[config.mk]
export PLATFORM = sky130hd
export DESIGN_NAME = audio_word_fmt
export DESIGN_NICKNAME = d
export VERILOG_FILES = /design/src/rtl/awf_pkg.sv /design/src/rtl/awf_lane_map.sv /design/src/rtl/awf_out_slot.sv /design/src/rtl/audio_word_fmt.sv
export SDC_FILE = /design/constraint.sdc
export NUM_CORES = 1
export LEC_CHECK = 0
export ABC_AREA = 1
export CORE_MARGIN = 8
export CORE_UTILIZATION = 42
export CTS_CLUSTER_SIZE = 40
export DETAILED_ROUTE_END_ITERATION = 12
export PLACE_DENSITY = 0.67
export SLEW_MARGIN = 20
export SYNTH_ARGS = -nofsm -noshare
export SYNTH_HDL_FRONTEND = slang
export SYNTH_HIERARCHICAL = 1
export SYNTH_SLANG_ARGS = --single-unit
[constraint.sdc]
create_clock -name clk -period 3 [get_ports clk]
set_input_delay 0.6 -clock clk [delete_from_list [all_inputs] [get_ports clk]]
set_output_delay 0.6 -clock clk [all_outputs]
set_load 0.03 [all_outputs]
[src/rtl/awf_pkg.sv]
package awf_pkg;

    typedef enum logic [1:0] {
        LAY_RIGHT  = 2'b00,
        LAY_LEFT   = 2'b01,
        LAY_PACKED = 2'b10,
        LAY_ALT    = 2'b11
    } lay_t;

    typedef enum logic [1:0] {
        PK_OFF   = 2'b00,
        PK_EMPTY = 2'b01,
        PK_HALF  = 2'b10
    } pk_state_t;

    localparam int FLAG_W = 4;
    localparam int PT_W   = 2;

endpackage

[src/rtl/awf_lane_map.sv]
module awf_lane_map
    import awf_pkg::*;
#(
    parameter int SAMPLE_W = 24,
    parameter int WORD_W   = 32
) (
    input  lay_t                lay,
    input  logic [FLAG_W-1:0]   hide,
    input  logic [SAMPLE_W-1:0] smp,
    input  logic [FLAG_W-1:0]   flags,
    input  logic [PT_W-1:0]     ptype,
    output logic [WORD_W-1:0]   word
);
    // flags: [0] parity error, [1] validity, [2] user, [3] channel status
    logic [FLAG_W-1:0] fl_m;
    logic [PT_W-1:0]   pt_m;

    always_comb begin
        fl_m = flags & ~{hide[2], hide[2], hide[1], hide[0]};
        pt_m = hide[3] ? '0 : ptype;
        word = '0;
        if (lay == LAY_LEFT) begin
            word[FLAG_W-1:0]              = fl_m;
            word[FLAG_W +: PT_W]          = pt_m;
            word[WORD_W-1 -: SAMPLE_W]    = smp;
        end else begin
            word[SAMPLE_W-1:0]            = smp;
            word[SAMPLE_W +: FLAG_W]      = fl_m;
            word[SAMPLE_W+FLAG_W +: PT_W] = pt_m;
        end
    end
endmodule

[src/rtl/awf_out_slot.sv]
module awf_out_slot #(
    parameter int WORD_W = 32
) (
    input  logic              clk,
    input  logic              rst_n,
    input  logic              push,
    input  logic [WORD_W-1:0] push_word,
    input  logic              rdy,
    output logic              vld,
    output logic [WORD_W-1:0] word,
    output logic              ovr
);
    logic busy;
    assign busy = vld && !rdy;

    always_ff @(posedge clk or negedge rst_n) begin
        if (!rst_n) begin
            vld  <= 1'b0;
            word <= '0;
            ovr  <= 1'b0;
        end else begin
            ovr <= push && busy;
            if (push && !busy) begin
                vld  <= 1'b1;
                word <= push_word;
            end else if (rdy) begin
                vld <= 1'b0;
            end
        end
    end
endmodule

[src/rtl/audio_word_fmt.sv]
module audio_word_fmt
    import awf_pkg::*;
#(
    parameter int SAMPLE_W = 24,
    parameter int WORD_W   = 32
) (
    input  logic                clk,
    input  logic                rst_n,
    input  logic                enable,
    input  logic [1:0]          cfg_layout,
    input  logic                cfg_stereo,
    input  logic [3:0]          cfg_hide,
    input  logic                in_valid,
    input  logic [SAMPLE_W-1:0] in_sample,
    input  logic                in_perr,
    input  logic                in_vbit,
    input  logic                in_ubit,
    input  logic                in_csbit,
    input  logic [1:0]          in_ptype,
    input  logic                in_chan,
    output logic                out_valid,
    input  logic                out_ready,
    output logic [WORD_W-1:0]   out_word,
    output logic                overrun
);
    localparam int HALF_W = WORD_W / 2;

    lay_t              lay;
    logic              packed_mode;
    logic              take;
    pk_state_t         state_q, state_d;
    logic [HALF_W-1:0] half_q;
    logic [WORD_W-1:0] mapped;
    logic              push;
    logic [WORD_W-1:0] push_word;

    assign lay         = lay_t'(cfg_layout);
    assign packed_mode = (lay == LAY_PACKED);
    assign take        = enable && in_valid && (cfg_stereo || !in_chan);

    awf_lane_map #(.SAMPLE_W(SAMPLE_W), .WORD_W(WORD_W)) u_map (
        .lay   (lay),
        .hide  (cfg_hide),
        .smp   (in_sample),
        .flags ({in_csbit, in_ubit, in_vbit, in_perr}),
        .ptype (in_ptype),
        .word  (mapped)
    );

    // state register
    always_ff @(posedge clk or negedge rst_n) begin
        if (!rst_n) state_q <= PK_OFF;
        else        state_q <= state_d;
    end

    // next state
    always_comb begin
        state_d = state_q;
        unique case (state_q)
            PK_OFF, PK_EMPTY: begin
                if (!enable)                  state_d = PK_OFF;
                else if (take && packed_mode) state_d = PK_HALF;
                else                          state_d = PK_EMPTY;
            end
            PK_HALF: begin
                if (!enable)                      state_d = PK_OFF;
                else if (!packed_mode || take)    state_d = PK_EMPTY;
            end
            default: state_d = PK_OFF;
        endcase
    end

    // outputs of the state machine
    always_comb begin
        push      = 1'b0;
        push_word = mapped;
        unique case (state_q)
            PK_OFF, PK_EMPTY: push = take && !packed_mode;
            PK_HALF: begin
                push      = take && packed_mode;
                push_word = {in_sample[SAMPLE_W-1 -: HALF_W], half_q};
            end
            default: push = 1'b0;
        endcase
    end

    // first half of a packed pair
    always_ff @(posedge clk or negedge rst_n) begin
        if (!rst_n)
            half_q <= '0;
        else if ((state_q != PK_HALF) && take && packed_mode)
            half_q <= in_sample[SAMPLE_W-1 -: HALF_W];
    end

    awf_out_slot #(.WORD_W(WORD_W)) u_slot (
        .clk       (clk),
        .rst_n     (rst_n),
        .push      (push),
        .push_word (push_word),
        .rdy       (out_ready),
        .vld       (out_valid),
        .word      (out_word),
        .ovr       (overrun)
    );
endmodule

**Word-level counts from Yosys, hierarchy flattened**

Cells that the tools add are included.

- Bits of input ports: 43
- Logic and storage cells: 45
- Output and inout port bits: 34
- Flip-flop bits (word level): 52

- Bitwise operators: 2
- Equal/unequal tests: 6
- Reduce and logical (&&, ||, !) cells: 18
- Multiplexer cells: 14

Operators with widths:

| cell | count |
|---|---|
| two-way mux 32 bit | 1 |
| two-way mux 22 bit | 1 |
| two-way mux 2 bit | 7 |
| logical AND 1 bit | 9 |
| two-way mux 6 bit | 1 |
| bitwise AND 4 bit | 1 |
| == test 2 x 1 -> 1 bit, second input constant | 2 |
| == test 2 bit, second input constant | 2 |
| logical NOT 1 bit | 4 |
| NOT 4 bit | 1 |
| case mux 2 bit (2 select lines) | 1 |
| != test 3 bit, second input constant | 1 |
| logical NOT 2 bit | 1 |
| logical OR 1 bit | 2 |
| two-way mux 1 bit | 2 |
| != test 2 bit, second input constant | 1 |
| case mux 1 bit (2 select lines) | 1 |
| nonzero test 2 bit | 1 |
| OR reduction 2 bit | 1 |

**Depth between registers and ports, before layout**

Gate-level depths: netlist of run 1.

- Depth in word-level cells: 7
- Depth in mapped cells: 12
- Depth with buffers taken out: 9

**By module**

The synthesis of run 1 kept the hierarchy.

By module, submodules not included:

| module | cells an instance | area an instance (um2) | instances |
|---|---|---|---|
| awf_out_slot | 146 | 1396.3 | 1 |
| audio_word_fmt | 127 | 1217.4 | 1 |
| awf_lane_map | 114 | 471.7 | 1 |

**Worst setup path after synthesis of run 1**

OpenSTA, ideal clock, no wires.

- Kind: input to register
- Start point: input cfg_stereo
- End point: register u_slot.word[0]
- Slack: 1.272 ns
- Cell stages on the path: 12
- Data arrival time: 1.610 ns
- Buffers on the path: 3
- Cells stage by stage: inv_1 -> nand2_2 -> nand2_4 -> nor2_8 -> buf_6 -> nand3_1 -> nand2_1 -> buf_4 -> nand2_4 -> buf_8 -> nand2_2 -> nand2_1

- Cells in the longest elaborated chain, start to end: 5
- Elaborated cells between the ends (all ways): 6
- Those cells by class: mux (1); reduce/logical (5)

Ends and longest elaborated chain:

| element | RTL line | source |
|---|---|---|
| start, declared | audio_word_fmt.sv:11 | `input logic cfg_stereo,` |
| logical OR 1 bit (*) | audio_word_fmt.sv:39 | `assign take = enable && in_valid && (cfg_stereo \|\| !in_chan);` |
| logical AND 1 bit (*) | audio_word_fmt.sv:39 |  |
| logical AND 1 bit, on equally long branches | audio_word_fmt.sv:80, audio_word_fmt.sv:78 |  |
| case mux 1 bit (2 select lines) (*) | audio_word_fmt.sv:77 | `unique case (state_q)` |
| via push | audio_word_fmt.sv:34 | `logic push;` |
| logical AND 1 bit (*) | awf_out_slot.sv:23 | `if (push && !busy) begin` |
| end signal, assigned | awf_out_slot.sv:25 | `word <= push_word;` |
| end, declared | awf_out_slot.sv:10 | `output logic [WORD_W-1:0] word,` |

Mark *: on every way through the listed nets, which the timed path passes. The rest lies on a longest branch.
A chain may end at the register's enable or synchronous reset.

**Worst setup path after layout of run 1**

- Start point: input cfg_layout[1]
- End point: register u_slot.word[17]

- Cells in the longest elaborated chain, start to end: 5
- Elaborated cells between the ends (all ways): 9
- Those cells by class: eq/ne (2); mux (3); reduce/logical (4)

Ends and longest elaborated chain:

| element | RTL line | source |
|---|---|---|
| start, declared | audio_word_fmt.sv:10 | `input logic [1:0] cfg_layout,` |
| == test 2 bit (*) | audio_word_fmt.sv:38 | `assign packed_mode = (lay == LAY_PACKED);` |
| logical NOT 1 bit | audio_word_fmt.sv:78 | `PK_OFF, PK_EMPTY: push = take && !packed_mode;` |
| logical AND 1 bit | audio_word_fmt.sv:78 |  |
| case mux 1 bit (2 select lines) (*) | audio_word_fmt.sv:77 |  |
| via push | audio_word_fmt.sv:34 |  |
| logical AND 1 bit (*) | awf_out_slot.sv:23 |  |

Marked as above.

==> results_dict.tcl, run 1 <==
set metrics [dict create \
    antenna_found_initial 0 \
    cts-htree-levels 2 \
    row_count 31 \
    regToRegEndpoint "u_slot/word[11]$_DFFE_PN0P_" \
    worst_pin_slew_ns 1.05 \
    critical_path.n_buffers_inverters 1 \
    detailedRoute.firstIterationViolations 120 \
    die-height_um 102 \
    grt_usage_pct 15.8 \
    required_ns 3.20 \
    netlist_area_sq_um 3090 \
    rr_worst_depth 4 \
    post-dp-hpwl_um 5590 \
    internal-power_mw 1.30 \
    route.detailed.drc 0 \
    comb_power_share_pct 34.7 \
    dr.pass1.iters 4 \
    register_share_of_total_power_pct 45.3 \
    cts_resized 0 \
    worst-setup-path-type "in2reg" \
    critical_path.startpoint_type "input pin" \
    die-width_um 102 \
    die-area_sq_um 10300 \
    regToRegSetupSlack_ns 1.12 \
    worst_r2r_startpoint "state_q[1]$_DFFE_PN0P_" \
    post-synth-top-area-cell "sky130_fd_sc_hd__dfrtp_1" \
    post_synth_main_area_contributors "sky130_fd_sc_hd__dfrtp_1 (42%), sky130_fd_sc_hd__nand2_1 (21%), sky130_fd_sc_hd__mux2_2 (12%)" \
    min-delay-path-class "in2async" \
    final-hold-violation-count 0 \
    finalNonFillerCells 550 \
    route.vias.total 2647 \
    timing.final.max_slew_violations 0 \
    gr-total-overflow 0 \
    area_fraction_of_the_dominant_cell_type_after_synthesis_pct 42.2 \
    clock_power_share_pct 20.0 \
    synth_sequential_area_ratio_pct 42.2 \
    fmaxAchievable_ghz 0.468 \
    power.switching_fraction_pct 35.8 \
    crit_path_max_fanout 32 \
    cts-root-to-sink-buffers 2 \
    timing.critical_path.slowest_stage_cell "sky130_fd_sc_hd__clkdlybuf4s50_1" \
    setup_repair_after_global_routing_missed_its_margin "no" \
    sequence_of_cells_on_the_critical_path "clkdlybuf4s50_1 -> nand2_2 -> nor2_8 -> nand3_1 -> nand2_1 -> nand2_4 -> nand2_1 -> nand2_1" \
    timing.max_slew.rel_slack_pct 30.0 \
    regArea_sq_um 1300 \
    cts_post_setup_buffers_inserted 0 \
    skew_ns 0.0124 \
    cts_hold_buffers 0 \
    cp_top_delay_family "simple AND/OR/NAND/NOR gates" \
    synth.avg_cell_area_sq_um 7.97 \
    power.net_switching_mw 0.723 \
    p_per_cell_area_nw_per_um2 523 \
    cts.reportedPaths.clkPinSlew_ns 0.10 \
    crit_top_cell "sky130_fd_sc_hd__nand2_1" \
    route.antenna.remaining_nets 0 \
    drt-total-wl_um 7920 \
    period_share_pct 71.2 \
    area.growth.synth_to_final_pct 25.1 \
    grt_start_max_net_pins 51 \
    grt_pass1_wl_um 13100 \
    synthDistinctLibCells 18 \
    yosys_register_bits 52 \
    gate_count_post_synth 387 \
    critical_path_cell_count 8 \
    dp_cells 542 \
    outcome "finished clean" \
    post_drt_via_cell_ratio 4.81 \
    timing.final.crit_period_ns 2.14 \
    fin_setup_tns_ns 0 \
    p_leak_nw 2.01 \
    synthesized_net_count 430 \
    numPortBuffers 76 \
    synth_warnings 6 \
    max_cap_violations 0 \
    drive_gt1_share_pct 14.9 \
    design.core.area_sq_um 7180 \
    top_level_ports 77 \
    routed_wl_per_cell_um 14.4 \
    clock_latency_late_sink_ns 0.31 \
    initial_core_util_pct 43.0 \
    cts_made_buffers 5 \
    multiInputGateArea_sq_um 1490 \
    clock_tree_root_driver_cell "sky130_fd_sc_hd__clkbuf_8" \
    grt_pass1_vias 2598 \
    timing.final.setup_violations 0 \
    clock-sinks 52 \
    finalNetCount 493 \
    worst_setup_path_end_kind "flip-flop" \
    cpPeakStageDelay_ns 0.56 \
    tritoncts_clock_tree "done" \
    final_gp_congestion 0.825 \
    number_of_diodes 0 \
    critical_path_arrival_ns 2.34 \
    worst_ir_drop_vdd_uv 266 \
    n_fill_cell 702 \
]
## registers in the layout (all words and copies together), names as in the netlist
name	count
u_slot/vld	1
state_q	2
u_slot/word	32
u_slot/ovr	1
half_q	16
## synthesized netlist by cell type, drive strengths merged
| master | n |
|---|---|
| dfrtp | 52 |
| nand4 | 2 |
| buf | 23 |
| nand2 | 192 |
| o21ai | 1 |
| nor2 | 15 |
| mux2 | 32 |
| clkinv | 1 |
| nand3 | 50 |
| inv | 19 |
## cell type report
cell class	instances	area share (%)
flip-flops and latches	52	33.7
well taps	99	3.21
clock inverters	3	0.486
multi-input cells	292	38.7
clock buffers	5	1.78
repair buffers	79	20.2
inverters	20	1.98
## layer usage
| layer | vias up | global-route usage [%] | part of all wire (%) |
|---|---|---|---|
| met5 | - | 0 | 0 |
| met4 | 0 | 4.01 | 1.1 |
| met3 | 10 | 4.33 | 8.6 |
| met2 | 86 | 24.8 | 44 |
| met1 | 1209 | 20.9 | 46 |
| li1 | 1342 | - | - |
## stage by stage
step | hold WS [ns] | area, sq um | utilization (%) | total power, mW | setup slack, ns
4_1_cts | 0.206 | 3860 | 53.8 | 2.04 | 0.855
3_5_place_dp | 0.456 | 3770 | 52.6 | 1.64 | 0.532
6_report | 0.205 | 3860 | 53.8 | 2.02 | 0.863
3_3_place_gp | 0.449 | 3770 | 52.6 | 1.62 | 0.581
5_1_grt | 0.229 | 3860 | 53.8 | 2.14 | 0.704
2_1_floorplan | 0.304 | 3090 | - | 1.32 | 1.27
## worst max-delay path by stage
stage / startpoint / end / slack [ns]
2_1_floorplan: cfg_stereo / u_slot/word[0]$_DFFE_PN0P_ / 1.27
3_5_place_dp: cfg_layout[1] / u_slot/word[26]$_DFFE_PN0P_ / 0.53
4_1_cts: cfg_layout[1] / u_slot/word[26]$_DFFE_PN0P_ / 0.85
6_report: cfg_layout[1] / u_slot/word[17]$_DFFE_PN0P_ / 0.86
3_3_place_gp: cfg_layout[1] / u_slot/word[11]$_DFFE_PN0P_ / 0.58
5_1_grt: cfg_layout[1] / u_slot/word[5]$_DFFE_PN0P_ / 0.70
## power by group through the flow
stage	sequential (mW)	combinational, mW	clock [mW]
after detailed placement	0.930	0.707	0
after CTS	0.918	0.711	0.412
final	0.916	0.701	0.404
after global placement	0.928	0.697	0
after floorplan	1.09	0.237	0
after global routing	0.934	0.765	0.438
## cells in the final DEF (no fill, tap or decap)
cell type / netlist / layout
sky130_fd_sc_hd__o21ai_0: 1 / 1
sky130_fd_sc_hd__buf_4: 8 / 3
sky130_fd_sc_hd__clkbuf_8: 0 / 5
sky130_fd_sc_hd__nor2_4: 1 / 1
sky130_fd_sc_hd__inv_1: 17 / 17
sky130_fd_sc_hd__clkdlybuf4s50_1: 0 / 75
sky130_fd_sc_hd__clkinv_4: 0 / 1
sky130_fd_sc_hd__nand2_1: 174 / 174
sky130_fd_sc_hd__nand2_2: 14 / 14
sky130_fd_sc_hd__nor2_8: 1 / 1
sky130_fd_sc_hd__dfrtp_1: 52 / 52
sky130_fd_sc_hd__buf_2: 3 / 1
sky130_fd_sc_hd__nand2_4: 4 / 4
sky130_fd_sc_hd__nand4_1: 2 / 2
sky130_fd_sc_hd__inv_2: 2 / 2
sky130_fd_sc_hd__nor2_1: 13 / 13
sky130_fd_sc_hd__nand3_1: 50 / 50
sky130_fd_sc_hd__mux2_2: 32 / 32
sky130_fd_sc_hd__clkinv_2: 1 / 3
## cell families after synthesis
kind of cell | count (synthesis) | synth area share [%]
compound gates | 1 | 0.162
buf+inv | 43 | 9.41
flops | 52 | 42.2
mux | 32 | 11.7
simple gates | 259 | 36.6
Power figures use the tool's default switching activity.
==> run 2, diff against run 1 <==
==> constraint.sdc (replaced) <==
create_clock -name clk -period 2 [get_ports clk]
set_input_delay 0.4 -clock clk [delete_from_list [all_inputs] [get_ports clk]]
set_output_delay 0.4 -clock clk [all_outputs]
set_load 0.03 [all_outputs]
==> run 2 against run 1 <==
Compared with the run above: critical path type is now reg2out; flip-flop and latch count unchanged; register-to-register slack lost 0.55 ns; power rose by 52%; highest routed layer unchanged; largest cell class unchanged.
==> results_dict.tcl, run 2 (synthesis results as in run 1) <==
set metrics [dict create \
    worst_setup_path_end_kind "output port" \
    cts-root-to-sink-buffers 2 \
    area.growth.synth_to_final_pct 29.5 \
    grt_pass1_wl_um 13600 \
    min-delay-path-class "in2async" \
    route.detailed.drc 0 \
    clock_latency_late_sink_ns 0.31 \
    post-dp-hpwl_um 5760 \
    cts.reportedPaths.clkPinSlew_ns 0.10 \
    final-hold-violation-count 0 \
    fmaxAchievable_ghz 0.545 \
    design.core.area_sq_um 7180 \
    antenna_found_initial 0 \
    regToRegEndpoint "u_slot/word[9]$_DFFE_PN0P_" \
    outcome "finished clean" \
    detailed_place.area_sq_um 3910 \
    setup_repair_after_global_routing_missed_its_margin "no" \
    routed_wl_per_cell_um 14.8 \
    critical_path_arrival_ns 1.43 \
    sequence_of_cells_on_the_critical_path "clkdlybuf4s50_1" \
    worst_r2r_startpoint "state_q[1]$_DFFE_PN0P_" \
    max_cap_violations 0 \
    finalNetCount 499 \
    period_share_pct 91.7 \
    top_level_ports 77 \
    cts_hold_buffers 0 \
    cts_post_setup_buffers_inserted 0 \
    fin_setup_tns_ns 0 \
    registers.top_by_ff_count "u_slot/word" \
    gr-total-overflow 0 \
    initial_core_util_pct 43.0 \
    worst-setup-path-type "reg2out" \
    skew_ns 0.00833 \
    final_gp_congestion 0.775 \
    grt_pass1_vias 2759 \
    die-width_um 102 \
    number_of_diodes 0 \
    clock-sinks 52 \
    rr_worst_depth 5 \
    timing.max_slew.rel_slack_pct 71.3 \
    post_drt_via_cell_ratio 4.89 \
    timing.final.crit_period_ns 1.83 \
    critical_path.n_buffers_inverters 1 \
    route.antenna.remaining_nets 0 \
    timing.critical_path.slowest_stage_cell "sky130_fd_sc_hd__clkdlybuf4s50_1" \
    dp_cells 548 \
    reg.largest.list "u_slot/word (32), half_q (16), state_q (2)" \
    worst_pin_slew_ns 0.430 \
    crit_path_max_fanout 2 \
    drt-total-wl_um 8230 \
    timing.final.max_slew_violations 0 \
    cts_resized 0 \
    finalNonFillerCells 556 \
    largest_register_ffs 32 \
    numPortBuffers 76 \
    critical_path.startpoint_type "flip-flop" \
    top_library_cells_by_usage_in_the_layout_fill_and_taps_aside "sky130_fd_sc_hd__nand2_1 (174), sky130_fd_sc_hd__clkdlybuf4s50_1 (75), sky130_fd_sc_hd__dfrtp_1 (52)" \
    regToRegSetupSlack_ns 0.57 \
    cpPeakStageDelay_ns 0.70 \
    p_per_cell_area_nw_per_um2 769 \
    die-height_um 102 \
    route.vias.total 2717 \
    timing.final.setup_violations 0 \
    dr.pass1.iters 4 \
    row_count 31 \
    grt_start_max_net_pins 51 \
    final_core_utilization_pct 55.7 \
    grt_usage_pct 16.7 \
    mostFrequentLayoutCell "sky130_fd_sc_hd__nand2_1" \
    cts-htree-levels 2 \
    hold_slack_ns 0.00249 \
    die-area_sq_um 10300 \
    cts_made_buffers 5 \
    clock_tree_root_driver_cell "sky130_fd_sc_hd__clkbuf_8" \
    drive_gt1_share_pct 15.8 \
    required_ns 1.60 \
    detailedRoute.firstIterationViolations 184 \
    cp_top_delay_family "buffers and inverters" \
    p_leak_nw 2.07 \
    worst_ir_drop_vdd_uv 311 \
    design_area_sq_um 4000 \
    tritoncts_clock_tree "done" \
]
run 2: worst max-delay path by stage:
stage | depth (start not counted) | endpoint | from | slack, ns
3_5_place_dp | 8 | u_slot/word[6]$_DFFE_PN0P_ | cfg_layout[0] | -0.08
2_1_floorplan | 12 | u_slot/word[0]$_DFFE_PN0P_ | cfg_stereo | 0.47
3_3_place_gp | 8 | u_slot/word[10]$_DFFE_PN0P_ | cfg_layout[0] | 0.009
6_report | 1 | out_word[1] | u_slot/word[1]$_DFFE_PN0P_ | 0.17
4_1_cts | 1 | out_word[1] | u_slot/word[1]$_DFFE_PN0P_ | 0.16
5_1_grt | 8 | u_slot/word[5]$_DFFE_PN0P_ | cfg_layout[0] | 0.10
run 2: area by class of cell:
class | count | area [sq um]
clock buffer | 6 | 72.6
clock inverter | 2 | 16.3
fill | 673 | 3180
timing repair buffer | 85 | 911
sequential | 52 | 1300
inverter | 20 | 76.3
multi-input combinational | 292 | 1490
tap | 99 | 124
run 2: metal layers:
metal	part of all wire [%]	up-vias	wire length [um]	GRT usage [%]
met5	0	-	0	0
li1	-	1354	-	-
met4	1.3	0	103	4.81
met2	46	91	3790	26.7
met3	8.3	6	687	4.60
met1	44	1266	3660	21.4
run 2: power breakdown:
part | switching, mW | leakage [nW] | internal [mW]
logic | 0.605 | 1.36 | 0.474
registers | 0.128 | 0.664 | 1.25
clock network | 0.362 | 0.0414 | 0.250
total | 1.10 | 2.07 | 1.97
run 2: through the flow:
step	setup WS, ns	total power [mW]
floorplan	0.472	1.99
global placement	0.00944	2.47
detailed placement	-0.0771	2.49
CTS	0.164	3.10
global route	0.102	3.25
finish	0.165	3.07
==> run 3, diff against run 2 <==
--- a/config.mk
+++ b/config.mk
@@ -7,10 +7,10 @@
 export LEC_CHECK = 0
 export ABC_AREA = 1
 export CORE_MARGIN = 8
-export CORE_UTILIZATION = 42
+export CORE_UTILIZATION = 50
 export CTS_CLUSTER_SIZE = 40
 export DETAILED_ROUTE_END_ITERATION = 12
-export PLACE_DENSITY = 0.67
+export PLACE_DENSITY = 0.78
 export SLEW_MARGIN = 20
 export SYNTH_ARGS = -nofsm -noshare
 export SYNTH_HDL_FRONTEND = slang
==> run 3 against run 2 <==
Compared with the run above: non-clock buffer count did not move; critical path type unchanged; fmax barely moved; largest cell class unchanged; routed wire length fell by 4.6%; clock skew rose by 0.0015 ns; largest power group unchanged.
==> results_dict.tcl, run 3 (synthesis results as in run 1) <==
set metrics [dict create \
    mostFrequentLayoutCell "sky130_fd_sc_hd__nand2_1" \
    timing.final.crit_period_ns 1.83 \
    post-dp-hpwl_um 5610 \
    cp_top_delay_family "buffers and inverters" \
    p_per_cell_area_nw_per_um2 784 \
    timing.final.setup_violations 0 \
    cts.reportedPaths.clkPinSlew_ns 0.10 \
    numPortBuffers 76 \
    final_core_utilization_pct 66.2 \
    design_area_sq_um 3950 \
    area.growth.synth_to_final_pct 27.9 \
    period_share_pct 91.7 \
    fin_setup_tns_ns 0 \
    die-height_um 94.6 \
    min-delay-path-class "in2async" \
    grt_pass1_wl_um 13200 \
    top_library_cells_by_usage_in_the_layout_fill_and_taps_aside "sky130_fd_sc_hd__nand2_1 (174), sky130_fd_sc_hd__clkdlybuf4s50_1 (75), sky130_fd_sc_hd__dfrtp_1 (52)" \
    number_of_diodes 0 \
    timing.max_slew.rel_slack_pct 56.3 \
    clock-sinks 52 \
    worst_ir_drop_vdd_uv 483 \
    dr.pass1.iters 4 \
    tritoncts_clock_tree "done" \
    clock_tree_root_driver_cell "sky130_fd_sc_hd__clkbuf_8" \
    p_leak_nw 2.06 \
    drt-total-wl_um 7860 \
    multiInputGateArea_sq_um 1490 \
    cts_made_buffers 5 \
    route.vias.total 2707 \
    routed_wl_per_cell_um 14.8 \
    final-hold-violation-count 0 \
    initial_core_util_pct 51.8 \
    crit_path_max_fanout 2 \
    cts-htree-levels 2 \
    cts_post_setup_buffers_inserted 0 \
    registers.top_by_ff_count "u_slot/word" \
    post_drt_via_cell_ratio 5.09 \
    dp_cells 524 \
    critical_path.n_buffers_inverters 1 \
    worst-setup-path-type "reg2out" \
    timing.final.max_slew_violations 0 \
    cts_hold_buffers 0 \
    design.core.area_sq_um 5960 \
    grt_pass1_vias 2706 \
    die-width_um 94.6 \
    grt_usage_pct 18.4 \
    regArea_sq_um 1300 \
    top_level_ports 77 \
    critical_path_arrival_ns 1.43 \
    detailedRoute.firstIterationViolations 157 \
    grt_start_max_net_pins 53 \
    finalNonFillerCells 532 \
    skew_ns 0.00980 \
    finalNetCount 499 \
    route.detailed.drc 0 \
    finalWorstSetupSlack_ns 0.167 \
    die-area_sq_um 8940 \
    largest_register_ffs 32 \
    detailed_place.area_sq_um 3850 \
    sequence_of_cells_on_the_critical_path "clkdlybuf4s50_1" \
    setup_repair_after_global_routing_missed_its_margin "no" \
    cts-root-to-sink-buffers 2 \
    final_gp_congestion 0.789 \
    clock_latency_late_sink_ns 0.31 \
    required_ns 1.60 \
    dp_worst_setup_slack_ns -0.105 \
    row_count 28 \
    cts_resized 0 \
    critical_path.startpoint_type "flip-flop" \
    worst_setup_path_end_kind "output port" \
    worst_pin_slew_ns 0.656 \
    gr-total-overflow 0 \
    total_power_mw 3.09 \
    drive_gt1_share_pct 15.8 \
    reg.largest.list "u_slot/word (32), half_q (16), state_q (2)" \
    cpPeakStageDelay_ns 0.71 \
    outcome "finished clean" \
    hold_slack_ns 0.187 \
    timing.critical_path.slowest_stage_cell "sky130_fd_sc_hd__clkdlybuf4s50_1" \
    route.antenna.remaining_nets 0 \
    fmaxAchievable_ghz 0.546 \
    antenna_found_initial 0 \
    max_cap_violations 0 \
    n_fill_cell 563 \
]
-- run 3: cell count changes in the layout (fill, tap and decap cells not counted), sizes merged --
cell    delta
clkbuf     +1
clkinv     -1
-- run 3: per-layer routing --
metal / wire length [um] / GRT usage, % / vias up
li1: - / - / 1356
met1: 3460 / 23.2 / 1262
met4: 126 / 6.11 / 0
met3: 559 / 5.32 / 10
met5: 0 / 0 / -
met2: 3710 / 29.8 / 79
-- run 3: cell type report --
cell class / instances / share of cell area (%)
clock buffer: 7 / 2.19
timing repair buffer: 85 / 22.5
inverter: 20 / 1.93
multi-input combinational: 292 / 37.9
tap: 75 / 2.38
sequential: 52 / 33.0
clock inverter: 1 / 0.190
-- run 3: power by group --
group | total, mW | leakage [nW] | switching (mW) | internal [mW]
registers | 1.38 | 0.664 | 0.126 | 1.25
clock network | 0.643 | 0.0445 | 0.361 | 0.282
logic | 1.07 | 1.35 | 0.605 | 0.469
-- run 3: final timing paths --
path	from	to	slack, ns	cells past startpoint
worst max-delay path	u_slot/vld$_DFFE_PN0P_	out_valid	0.17	1
worst min-delay path	rst_n	u_slot/word[28]$_DFFE_PN0P_	0.19	2
worst max register to register	state_q[1]$_DFFE_PN0P_	u_slot/word[21]$_DFFE_PN0P_	0.55	5
worst min register to register	u_slot/word[14]$_DFFE_PN0P_	u_slot/word[14]$_DFFE_PN0P_	0.48	2
max in group asynchronous	rst_n	half_q[2]$_DFFE_PN0P_	1.36	2
min in group clk	u_slot/word[14]$_DFFE_PN0P_	u_slot/word[14]$_DFFE_PN0P_	0.48	2
